===== src/rtl/spi_dly_pkg.sv =====
package spi_dly_pkg;

  typedef enum logic [2:0] {
    ST_IDLE,
    ST_LEAD,
    ST_HIGH,
    ST_LOW,
    ST_TRAIL
  } ctrlState_e;

  // One-cycle commands from control to datapath
  typedef struct packed {
    logic load;     // accept transfer: drop select, present first bit
    logic rise;     // serial clock goes high
    logic fall;     // serial clock goes low
    logic shift;    // present next transmit bit
    logic capture;  // take the input bit
    logic finish;   // release select, publish word, pulse done
  } ctrlStrobes_t;

endpackage


===== src/rtl/spi_dly_ctrl.sv =====
module spi_dly_ctrl
  import spi_dly_pkg::*;
#(
  parameter int WORD_W = 8,
  parameter int HALF_W = 8,
  parameter int DLY_W  = 4
) (
  input  logic              clk,
  input  logic              rst,
  input  logic              start,
  input  logic [HALF_W-1:0] halfCycles,
  input  logic [DLY_W-1:0]  sampleDelay,
  output ctrlStrobes_t      stb,
  output logic              busy
);

  localparam int BIT_W = (WORD_W > 1) ? $clog2(WORD_W) : 1;
  localparam int CMP_W = HALF_W + 1;
  localparam logic [BIT_W-1:0] LAST_BIT = BIT_W'(WORD_W - 1);

  ctrlState_e        state, stateNext;
  logic [HALF_W-1:0] phaseCnt, cntNext;
  logic [HALF_W-1:0] halfReg;
  logic [DLY_W-1:0]  dlyReg;
  logic [BIT_W-1:0]  bitCnt, bitNext;

  logic              phaseEnd;
  logic              lastBit;
  logic              delayZero;
  logic [CMP_W-1:0]  cntPlus;
  logic [CMP_W-1:0]  dlyExt;

  assign phaseEnd  = (phaseCnt == halfReg - 1'b1);
  assign lastBit   = (bitCnt == LAST_BIT);
  assign delayZero = (dlyReg == '0);
  assign cntPlus   = {1'b0, phaseCnt} + 1'b1;
  assign dlyExt    = CMP_W'(dlyReg);

  always_comb begin
    stb       = '0;
    stateNext = state;
    cntNext   = phaseCnt + 1'b1;
    bitNext   = bitCnt;
    case (state)
      ST_IDLE: begin
        cntNext = '0;
        bitNext = '0;
        if (start) begin
          stb.load  = 1'b1;
          stateNext = ST_LEAD;
        end
      end
      ST_LEAD: begin
        if (phaseEnd) begin
          stb.rise    = 1'b1;
          stb.capture = delayZero;
          stateNext   = ST_HIGH;
          cntNext     = '0;
        end
      end
      ST_HIGH: begin
        if (!delayZero && cntPlus == dlyExt) stb.capture = 1'b1;
        if (phaseEnd) begin
          stb.fall = 1'b1;
          cntNext  = '0;
          if (lastBit) begin
            stateNext = ST_TRAIL;
          end else begin
            stb.shift = 1'b1;
            bitNext   = bitCnt + 1'b1;
            stateNext = ST_LOW;
          end
        end
      end
      ST_LOW: begin
        if (phaseEnd) begin
          stb.rise    = 1'b1;
          stb.capture = delayZero;
          stateNext   = ST_HIGH;
          cntNext     = '0;
        end
      end
      ST_TRAIL: begin
        if (phaseEnd) begin
          stb.finish = 1'b1;
          stateNext  = ST_IDLE;
          cntNext    = '0;
          bitNext    = '0;
        end
      end
      default: begin
        stateNext = ST_IDLE;
        cntNext   = '0;
        bitNext   = '0;
      end
    endcase
  end

  always_ff @(posedge clk) begin
    if (rst) begin
      state    <= ST_IDLE;
      phaseCnt <= '0;
      bitCnt   <= '0;
      halfReg  <= '0;
      dlyReg   <= '0;
    end else begin
      state    <= stateNext;
      phaseCnt <= cntNext;
      bitCnt   <= bitNext;
      if (stb.load) begin
        halfReg <= halfCycles;
        dlyReg  <= sampleDelay;
      end
    end
  end

  assign busy = (state != ST_IDLE);

endmodule


===== src/rtl/spi_dly_datapath.sv =====
module spi_dly_datapath
  import spi_dly_pkg::*;
#(
  parameter int WORD_W = 8
) (
  input  logic              clk,
  input  logic              rst,
  input  ctrlStrobes_t      stb,
  input  logic [WORD_W-1:0] txWord,
  input  logic              miso,
  output logic              csN,
  output logic              sclk,
  output logic              mosi,
  output logic [WORD_W-1:0] rxWord,
  output logic              done
);

  logic [WORD_W-1:0] txShift;
  logic [WORD_W-1:0] rxShift;

  always_ff @(posedge clk) begin
    if (rst) begin
      txShift <= '0;
      mosi    <= 1'b0;
    end else if (stb.load) begin
      txShift <= txWord;
      mosi    <= txWord[WORD_W-1];
    end else if (stb.shift) begin
      txShift <= {txShift[WORD_W-2:0], 1'b0};
      mosi    <= txShift[WORD_W-2];
    end
  end

  always_ff @(posedge clk) begin
    if (rst) begin
      rxShift <= '0;
    end else if (stb.capture) begin
      rxShift <= {rxShift[WORD_W-2:0], miso};
    end
  end

  always_ff @(posedge clk) begin
    if (rst) begin
      csN    <= 1'b1;
      sclk   <= 1'b0;
      rxWord <= '0;
      done   <= 1'b0;
    end else begin
      done <= stb.finish;
      if (stb.load)   csN  <= 1'b0;
      if (stb.rise)   sclk <= 1'b1;
      if (stb.fall)   sclk <= 1'b0;
      if (stb.finish) begin
        csN    <= 1'b1;
        rxWord <= rxShift;
      end
    end
  end

endmodule


===== src/rtl/spi_delayed_master.sv =====
module spi_delayed_master
  import spi_dly_pkg::*;
#(
  parameter int WORD_W = 8,
  parameter int HALF_W = 8,
  parameter int DLY_W  = 4
) (
  input  logic              clk,
  input  logic              rst,
  input  logic              start,
  input  logic [WORD_W-1:0] txWord,
  input  logic [HALF_W-1:0] halfCycles,
  input  logic [DLY_W-1:0]  sampleDelay,
  input  logic              miso,
  output logic              busy,
  output logic              done,
  output logic [WORD_W-1:0] rxWord,
  output logic              csN,
  output logic              sclk,
  output logic              mosi
);

  ctrlStrobes_t stb;

  spi_dly_ctrl #(
    .WORD_W(WORD_W),
    .HALF_W(HALF_W),
    .DLY_W (DLY_W)
  ) u_ctrl (
    .clk        (clk),
    .rst        (rst),
    .start      (start),
    .halfCycles (halfCycles),
    .sampleDelay(sampleDelay),
    .stb        (stb),
    .busy       (busy)
  );

  spi_dly_datapath #(
    .WORD_W(WORD_W)
  ) u_data (
    .clk   (clk),
    .rst   (rst),
    .stb   (stb),
    .txWord(txWord),
    .miso  (miso),
    .csN   (csN),
    .sclk  (sclk),
    .mosi  (mosi),
    .rxWord(rxWord),
    .done  (done)
  );

endmodule


===== config.mk =====
export PLATFORM = sky130hd
export DESIGN_NAME = spi_delayed_master
export DESIGN_NICKNAME = d
export VERILOG_FILES = /design/src/rtl/spi_dly_pkg.sv /design/src/rtl/spi_dly_ctrl.sv /design/src/rtl/spi_dly_datapath.sv /design/src/rtl/spi_delayed_master.sv
export SDC_FILE = /design/constraint.sdc
export NUM_CORES = 1
export LEC_CHECK = 0
export ABC_CLOCK_PERIOD_IN_PS = 2800
export CAP_MARGIN = 15
export CORE_MARGIN = 3
export CORE_UTILIZATION = 40
export CTS_BUF_LIST = sky130_fd_sc_hd__clkbuf_4 sky130_fd_sc_hd__clkbuf_8
export CTS_CLUSTER_DIAMETER = 100
export CTS_CLUSTER_SIZE = 24
export DETAILED_ROUTE_END_ITERATION = 8
export DONT_BUFFER_PORTS = 1
export GPL_TIMING_DRIVEN = 0
export RECOVER_POWER = 50
export SETUP_SLACK_MARGIN = 0.05
export SYNTH_ARGS = -nofsm -noshare
export SYNTH_HDL_FRONTEND = slang
export SYNTH_SLANG_ARGS = --single-unit

===== constraint.sdc =====
create_clock -name clk -period 2.8 [get_ports clk]
set_input_delay 0.42 -clock clk [delete_from_list [all_inputs] [get_ports clk]]
set_output_delay 0.42 -clock clk [all_outputs]
set_load 0.05 [all_outputs]

==> results_tabular.tex, run 1 <==
\begin{tabular}{lr}
\hline
Metric & Value \\
\hline
\multicolumn{2}{l}{\textbf{CTS}} \\
\quad Post-CTS clock slew at the launch and capture registers of the worst setup and hold paths & 90 ps \\
\quad \# clock sinks & 53 \\
\quad Count of H-tree levels built during CTS & 2 \\
\quad TritonCTS clock tree & built \\
\quad Library cell used as clock root buffer & clkbuf\_8 \\
\quad CTS Buffer Depth & 2 \\
\quad Number of buffers added to fix hold violations after cts & 0 \\
\quad Clk Latency, worst-skew pair & 300 ps \\
\quad Number of buffers inserted during clock tree synthesis & 5 \\
\multicolumn{2}{l}{\textbf{Yosys}} \\
\quad Cell area after synthesis & 0.002504 mm² \\
\quad Share of synthesized flip-flops with an asynchronous set or reset & 0\% \\
\quad Post-synthesis net count & 321 \\
\quad Synthesized flop and latch total & 53 \\
\quad Number of synthesized flops with an enable pin & 0 \\
\quad Synth unique cells & 47 \\
\quad Most common flop cell mapped by yosys & dfxtp\_1 \\
\quad Average instance area after synthesis & 8.545 µm² \\
\quad Sequential share of the synthesized area & 42.38\% \\
\quad Synthesis warning total & 0 \\
\quad Post-synthesis instance total & 293 \\
\multicolumn{2}{l}{\textbf{Job}} \\
\quad Number of maximum-capacitance constraint violations & 0 \\
\multicolumn{2}{l}{\textbf{Hold path}} \\
\quad Worst Hold Class & input port to flop \\
\quad Hold Path Depth & 2 \\
\quad Hold wc startpoint & halfCycles[2] \\
\quad Endpoint with the worst hold slack & u\_ctrl.halfReg[2]\$\_SDFFE\_PP0P\_ \\
\multicolumn{2}{l}{\textbf{Placed design}} \\
\quad Placed Instance Area & 0.002597 mm² \\
\quad Input/output buffers & 0 \\
\quad Setup Slack @ Placement & -138.3 ps \\
\quad Number of cells after detailed placement & 368 \\
\quad Half-perimeter wire length after placement & 4.301 mm \\
\quad Routability Congestion & 0.8451 \\
\multicolumn{2}{l}{\textbf{Critical path}} \\
\quad Critical path data required time & 2980 ps \\
\quad Worst Setup End Kind & flop \\
\quad Launching instance or port of the critical path & u\_ctrl.halfReg[2]\$\_SDFFE\_PP0P\_ \\
\quad Ordered list of cells on the worst path & or3\_4 -> or4\_1 -> a2111o\_1 -> buf\_6 -> buf\_4 -> a2111oi\_4 -> o221a\_2 -> o32ai\_1 \\
\quad Crit Reg-Reg Endpoint & u\_ctrl.bitCnt[1]\$\_SDFFE\_PP0P\_ \\
\quad Reg2Reg Depth & 8 \\
\quad Largest driver fanout on the critical path & 6 \\
\quad Slowest cell on crit path & a2111o\_1 \\
\quad Kind of launch point of the worst setup path & flop \\
\quad CP peak stage delay & 450 ps \\
\quad Source of the worst register-to-register timing path & u\_ctrl.halfReg[2]\$\_SDFFE\_PP0P\_ \\
\quad Cell family with most CP delay & compound AO/OA/AOI/OAI gates \\
\quad Data arrival time of the critical path & 2840 ps \\
\quad Crit path buffers/inverters & 2 \\
\quad R2R Setup Slk & 140 ps \\
\quad Critical path type & flop to flop \\
\multicolumn{2}{l}{\textbf{Cells and area}} \\
\quad Fin area & 0.002841 mm² \\
\quad Share of post-route cells with drive strength above 1 & 9.150\% \\
\quad Final-stage net count & 334 \\
\quad Fin cells & 381 \\
\quad Area Overhead vs Synth & 13.49\% \\
\quad Diode count & 0 \\
\multicolumn{2}{l}{\textbf{Timing}} \\
\quad Post-Route Skew & 5.690 ps \\
\quad Pins over their slew limit & 0 \\
\quad Final-report hold violation count & 0 \\
\quad Final setup vio count & 0 \\
\quad Min Clock Period, post-route & 2665 ps \\
\quad Slew margin rel. & 38.41\% \\
\quad Maximum clock frequency & 375.3 MHz \\
\quad Setup ws final & 135.3 ps \\
\quad Part of the cycle the worst path needs & 95.17\% \\
\quad Worst Max-Slew Pin Slew & 916.8 ps \\
\quad RSZ-0062 raised after global routing & false \\
\multicolumn{2}{l}{\textbf{Outcome}} \\
\quad Run status & finished, final reports clean \\
\multicolumn{2}{l}{\textbf{Routing}} \\
\quad Iteration count of the initial detailed-routing pass & 4 \\
\quad Number of DRC markers after the initial detailed-route iteration & 90 \\
\quad Routed wire length & 5.969 mm \\
\quad Remaining number of nets flagged by the antenna check after routing & 0 \\
\quad Total number of vias & 2,079 \\
\quad Via-to-Cell Ratio & 5.457 \\
\quad Final routed wire length divided by cell count & 15.67 µm \\
\quad DRC violation count after routing & 0 \\
\multicolumn{2}{l}{\textbf{Floorplanning}} \\
\quad Area enclosed by the die boundary & 0.007245 mm² \\
\quad Die Height & 85.12 µm \\
\quad Initial standard-cell utilization of the core & 41.79\% \\
\quad Boundary pin count & 37 \\
\quad Width of the chip & 85.12 µm \\
\quad Number of placement rows & 28 \\
\quad CORE AREA & 0.005991 mm² \\
\multicolumn{2}{l}{\textbf{Global route}} \\
\quad Via count of the first global-routing pass & 2,076 \\
\quad Overall global routing resource usage & 17.56\% \\
\quad Antenna violations before repair & 0 \\
\quad Largest net degree at the start of global routing & 16 \\
\quad Wire length of the first global-routing pass & 10.31 mm \\
\quad GRT Residual Overflow & 0 \\
\multicolumn{2}{l}{\textbf{Power and ir drop}} \\
\quad Power per standard cell area & 513.5 mW/mm² \\
\quad Peak supply drop & 0.2332 mV \\
\quad Leakage power & 0.9499 nW \\
\hline
\end{tabular}
-- metrics by stage --
step	utilization (%)	hold slack, ps	power (W)	setup TNS (ps)
floorplan	-	434.4	0.0009218	0
detailed placement	43.36	455.6	0.0009535	-2703
CTS	46.35	234.5	0.001458	0
global route	47.43	224.4	0.001530	0
global placement	43.36	450.9	0.0009507	-2355
finish	47.43	235.4	0.001459	0
-- timing repair --
action	CTS	global route
buffers inserted	3	3
pin swaps	3	8
endpoints found under the setup margin	37	26
gates resized for setup	11	11
gates cloned	1	0
-- cell usage in the layout, fill, tap and decap left out, types with 2 or more instances in the layout --
cell,instances
and2_0,2
dfxtp_1,52
nand3b_1,2
xor2_1,6
o32ai_1,2
nor2_1,26
or3_1,6
clkbuf_1,11
o21ai_0,15
a211oi_1,5
buf_4,5
and3_1,2
buf_6,3
a311oi_1,2
mux2i_1,17
o211ai_1,2
or3_4,2
nor3_1,5
nand2b_1,6
clkbuf_8,5
inv_1,8
ha_1,4
a21oi_1,14
o31ai_1,2
nand2_1,42
a2111oi_4,2
xnor2_1,10
nand3_1,15
o211a_1,2
a31oi_1,5
-- routing by layer --
layer	track usage [%]	routed length [µm]	up-vias
li1	-	-	1056
met5	0	0	-
met3	3.883	285	11
met4	6.331	136	0
met2	27.61	2786	38
met1	23.66	2761	974
-- cell type report --
type / instances / area [µm²]
inverters: 9 / 33.78
clock buffers: 5 / 68.82
flip-flops and latches: 53 / 1065
well taps: 75 / 93.84
multi-input cells: 217 / 1413
repair buffers: 7 / 68.82
fillers: 599 / 3149
clock inverters: 2 / 35.03
plain buffers: 13 / 63.81
-- cell usage after synthesis, types with 2 or more instances --
master / count / share of area [%]
dfxtp_1: 53 / 42
mux2i_1: 17 / 6.8
xor2_1: 6 / 2.1
nor2_1: 26 / 3.9
a2111oi_0: 2 / 0.70
clkbuf_1: 12 / 1.8
a211oi_1: 5 / 1.5
a31oi_1: 5 / 1.2
o31ai_1: 2 / 0.60
xnor2_1: 10 / 3.5
inv_1: 8 / 1.2
a311oi_1: 2 / 0.70
nand3b_1: 2 / 0.60
o32ai_1: 2 / 0.70
nand2_1: 42 / 6.3
ha_1: 4 / 2.0
o211ai_1: 2 / 0.60
and2_1: 3 / 0.75
buf_2: 2 / 0.40
or3_1: 7 / 1.7
nand2b_1: 6 / 1.5
o21ai_0: 15 / 3.0
and3_1: 2 / 0.50
a211o_1: 2 / 0.70
a21oi_1: 14 / 2.8
nand3_1: 16 / 3.2
nor3_1: 5 / 1.0
o211a_1: 2 / 0.80
-- power breakdown --
group          total (W)  leakage, nW  switching [W]  internal [W]
clock           0.000508       0.0540       0.000248      0.000260
combinational   0.000148        0.464      0.0000947     0.0000533
sequential      0.000803        0.432      0.0000276      0.000775
-- sequential cells by signal (all words and copies together) (netlist names) --
| signal | count |
|---|---|
| u_ctrl.halfReg | 8 |
| u_data.rxWord | 8 |
| u_data.csN | 1 |
| u_data.rxShift | 8 |
| u_data.txShift | 7 |
| u_ctrl.dlyReg | 4 |
| u_ctrl.bitCnt | 3 |
| u_data.done | 1 |
| u_ctrl.phaseCnt | 8 |
| u_data.mosi | 1 |
| u_data.sclk | 1 |
| u_ctrl.state | 3 |
-- cells by family (layout without fill, tap and decap cells) --
group	count (synthesis)	in the layout	synth area share, %
multiplexers	18	18	7.246
XOR/XNOR	16	16	5.597
AO/OA/AOI/OAI	63	63	17.59
adder cells (fa/ha/maj)	4	4	1.999
AND/OR/NAND/NOR	116	116	21.64
flip-flops	53	53	42.38
buffers and inverters	23	36	3.548
-- how the worst max path moves through the flow --
stage / end / cells after the start
floorplan: u_data.rxShift[0]$_SDFFE_PP0P_ / 6
global placement: u_ctrl.bitCnt[1]$_SDFFE_PP0P_ / 6
detailed placement: u_data.rxShift[5]$_SDFFE_PP0P_ / 6
CTS: u_data.rxWord[2]$_SDFFE_PP0P_ / 7
global route: u_data.rxWord[2]$_SDFFE_PP0P_ / 7
finish: u_ctrl.bitCnt[1]$_SDFFE_PP0P_ / 8
(Power assumes the default switching activity.)
==> run 2: changes to the inputs <==
Settings changed: CORE_UTILIZATION 40 to 47.
==> run 2 against run 1 <==
  * Die area down 14%
  * Core utilization increased by 11 points
  * Maximum frequency shrank 3.5%
  * Setup slack got worse by 96 ps
  * Count of clock-buffer cells in the layout did not move
  * Critical path depth unchanged
  * Combinational power is 6% higher
  * Global-route usage grew 1.0 points
  * First-iteration DRC count is 2.2% lower
  * Largest cell class unchanged
  * Largest power group unchanged
==> results_tabular.tex, run 2 (synthesis results as in run 1) <==
\begin{tabular}{lr}
\hline
Metric & Value \\
\hline
\multicolumn{2}{l}{\textbf{Critical path}} \\
\quad Reg2Reg Depth & 8 (unchanged) \\
\quad Critical path type & flop to flop \\
\quad Largest driver fanout on the critical path & 4 (-2) \\
\quad Data arrival time of the critical path & 2950 ps (+110 ps) \\
\quad Critical path data required time & 2990 ps (about the same) \\
\quad Kind of launch point of the worst setup path & flop \\
\quad Worst Setup End Kind & flop \\
\multicolumn{2}{l}{\textbf{Timing}} \\
\quad Min Clock Period, post-route & 2761 ps (+96.41 ps) \\
\quad Worst Max-Slew Pin Slew & 965.2 ps (+48.37 ps) \\
\quad Pins over their slew limit & 0 (unchanged) \\
\quad Final-report hold violation count & 0 (unchanged) \\
\quad WHS & 237.5 ps (+2.118 ps) \\
\quad Maximum clock frequency & 362.2 MHz (-3.5\%) \\
\quad Post-Route Skew & 9.932 ps (+4.242 ps) \\
\quad Part of the cycle the worst path needs & 98.61\% (+3.4 points) \\
\quad Slew margin rel. & 35.16\% (-3.2 points) \\
\quad RSZ-0062 raised after global routing & true \\
\quad Final setup vio count & 0 (unchanged) \\
\quad Setup ws final & 38.85 ps (-96.41 ps) \\
\multicolumn{2}{l}{\textbf{Routing}} \\
\quad DRC violation count after routing & 0 (unchanged) \\
\quad Remaining number of nets flagged by the antenna check after routing & 0 (unchanged) \\
\quad Number of DRC markers after the initial detailed-route iteration & 88 (-2.2\%) \\
\quad Routed wire length & 5.664 mm (-5.1\%) \\
\quad Via-to-Cell Ratio & 5.615 (+2.9\%) \\
\quad Final routed wire length divided by cell count & 15.02 µm (-4.1\%) \\
\quad Iteration count of the initial detailed-routing pass & 4 (unchanged) \\
\quad Total number of vias & 2,117 (+1.8\%) \\
\multicolumn{2}{l}{\textbf{Global route}} \\
\quad Overall global routing resource usage & 18.59\% (+1.0 points) \\
\quad Via count of the first global-routing pass & 1,944 (-6.4\%) \\
\quad Wire length of the first global-routing pass & 9.218 mm (-11\%) \\
\quad Antenna violations before repair & 0 (unchanged) \\
\quad Largest net degree at the start of global routing & 17 (+1) \\
\quad GRT Residual Overflow & 0 (unchanged) \\
\multicolumn{2}{l}{\textbf{Cells and area}} \\
\quad Fin area & 0.002905 mm² (+2.2\%) \\
\quad Diode count & 0 (unchanged) \\
\quad Commonest cells after routing, fill and taps aside & dfxtp\_1 (51), nand2\_1 (42), nor2\_1 (26) \\
\quad Share of post-route cells with drive strength above 1 & 10.97\% (+1.8 points) \\
\quad Layout Utilization & 58.78\% (+11 points) \\
\quad Final-stage net count & 337 (+0.90\%) \\
\quad Most common cell after layout, fill and taps aside & dfxtp\_1 \\
\quad Area Overhead vs Synth & 16.04\% \\
\multicolumn{2}{l}{\textbf{CTS}} \\
\quad CTS Buffer Depth & 2 (unchanged) \\
\quad TritonCTS clock tree & built \\
\quad Library cell used as clock root buffer & clkbuf\_8 \\
\quad Post-CTS clock slew at the launch and capture registers of the worst setup and hold paths & 100 ps (about the same) \\
\quad Clk Latency, worst-skew pair & 300 ps (about the same) \\
\quad Number of buffers inserted during clock tree synthesis & 5 (unchanged) \\
\quad Count of H-tree levels built during CTS & 2 (unchanged) \\
\quad \# clock sinks & 53 (unchanged) \\
\multicolumn{2}{l}{\textbf{Floorplanning}} \\
\quad Width of the chip & 78.99 µm (-7.2\%) \\
\quad Area enclosed by the die boundary & 0.006239 mm² (-14\%) \\
\quad Die Height & 78.99 µm (-7.2\%) \\
\quad Initial standard-cell utilization of the core & 50.66\% (+8.9 points) \\
\quad Number of placement rows & 25 (-11\%) \\
\quad Boundary pin count & 37 (unchanged) \\
\quad CORE AREA & 0.004942 mm² (-18\%) \\
\multicolumn{2}{l}{\textbf{Placed design}} \\
\quad Input/output buffers & 0 (unchanged) \\
\quad Placed Instance Area & 0.002587 mm² (-0.39\%) \\
\quad Routability Congestion & 0.7672 (-9.2\%) \\
\quad Half-perimeter wire length after placement & 3.941 mm (-8.4\%) \\
\quad Setup Slack @ Placement & -120.1 ps (+18.12 ps) \\
\multicolumn{2}{l}{\textbf{Outcome}} \\
\quad Run status & finished, final reports clean \\
\multicolumn{2}{l}{\textbf{Hold path}} \\
\quad Hold Path Depth & 2 (unchanged) \\
\quad Worst Hold Class & input port to flop \\
\multicolumn{2}{l}{\textbf{Job}} \\
\quad Number of maximum-capacitance constraint violations & 0 (unchanged) \\
\multicolumn{2}{l}{\textbf{Power and ir drop}} \\
\quad Power per standard cell area & 537.7 mW/mm² (+4.7\%) \\
\quad Peak supply drop & 0.3535 mV (+52\%) \\
\quad Leakage power & 0.9765 nW (+2.8\%) \\
\hline
\end{tabular}
[run 2: changes by cell type in the layout (fill, tap and decap cells not counted), moves of 2 or more]
cell / previous run / this run
buf_4: 5 / 7
o21ai_0: 15 / 9
o21ai_1: 0 / 6
o32ai_1: 2 / 0
o32ai_2: 0 / 2
[run 2: per-stage QoR]
step	setup TNS (ps)	total power [W]	std cells
after floorplan	0	0.0009218	293
after global placement	-1991	0.0009497	360
after detailed placement	-2500	0.0009517	360
after CTS	0	0.001558	372
after global routing	-72.20	0.001636	377
final	0	0.001562	377
[run 2: metal layers]
layer / global-route usage, % / wire, µm / vias to the layer above
met1: 26.73 / 2799 / 983
met2: 27.53 / 2536 / 55
met3: 4.535 / 295 / 4
li1: - / - / 1075
met4: 5.326 / 34 / 0
met5: 0 / 0 / -
[run 2: critical path, stage by stage (launching register included)]
cell       delay [ps]
dfxtp_4           360
or3_4             390
or4_1             420
a2111o_1          450
buf_6             140
a2111oi_4         400
buf_4             240
mux2i_1           180
nor2_1             60
[run 2: final cells by class]
type	count	area, µm²
plain buffers	14	75.07
fillers	474	2037
clock inverters	3	65.06
flip-flops and latches	53	1069
well taps	67	83.83
repair buffers	9	83.83
multi-input cells	217	1426
inverters	9	33.78
clock buffers	5	68.82
[run 2: what timing repair did]
action,CTS,global route
resized for setup,14,23
buffers inserted,3,5
hold buffers,0,0
endpoints found under the hold margin,0,0
pin swaps,4,12
gates cloned,1,0
endpoints found under the setup margin,37,23
[run 2: final timing paths]
check,startpoint,to,slack (ps)
worst max-delay path,u_ctrl.halfReg[3]$_SDFFE_PP0P_,u_data.rxWord[1]$_SDFFE_PP0P_,40
worst min-delay path,halfCycles[3],u_ctrl.halfReg[3]$_SDFFE_PP0P_,240
worst max register to register,u_ctrl.halfReg[3]$_SDFFE_PP0P_,u_data.rxWord[1]$_SDFFE_PP0P_,40
worst min register to register,u_ctrl.halfReg[7]$_SDFFE_PP0P_,u_ctrl.halfReg[7]$_SDFFE_PP0P_,480
[run 2: where the power goes]
group | internal [W] | switching, W | total (W)
Sequential | 0.000775 | 0.0000276 | 0.000803
Combinational | 0.0000623 | 0.0000950 | 0.000157
Clock | 0.000355 | 0.000247 | 0.000602
Total | 0.00119 | 0.000370 | 0.00156
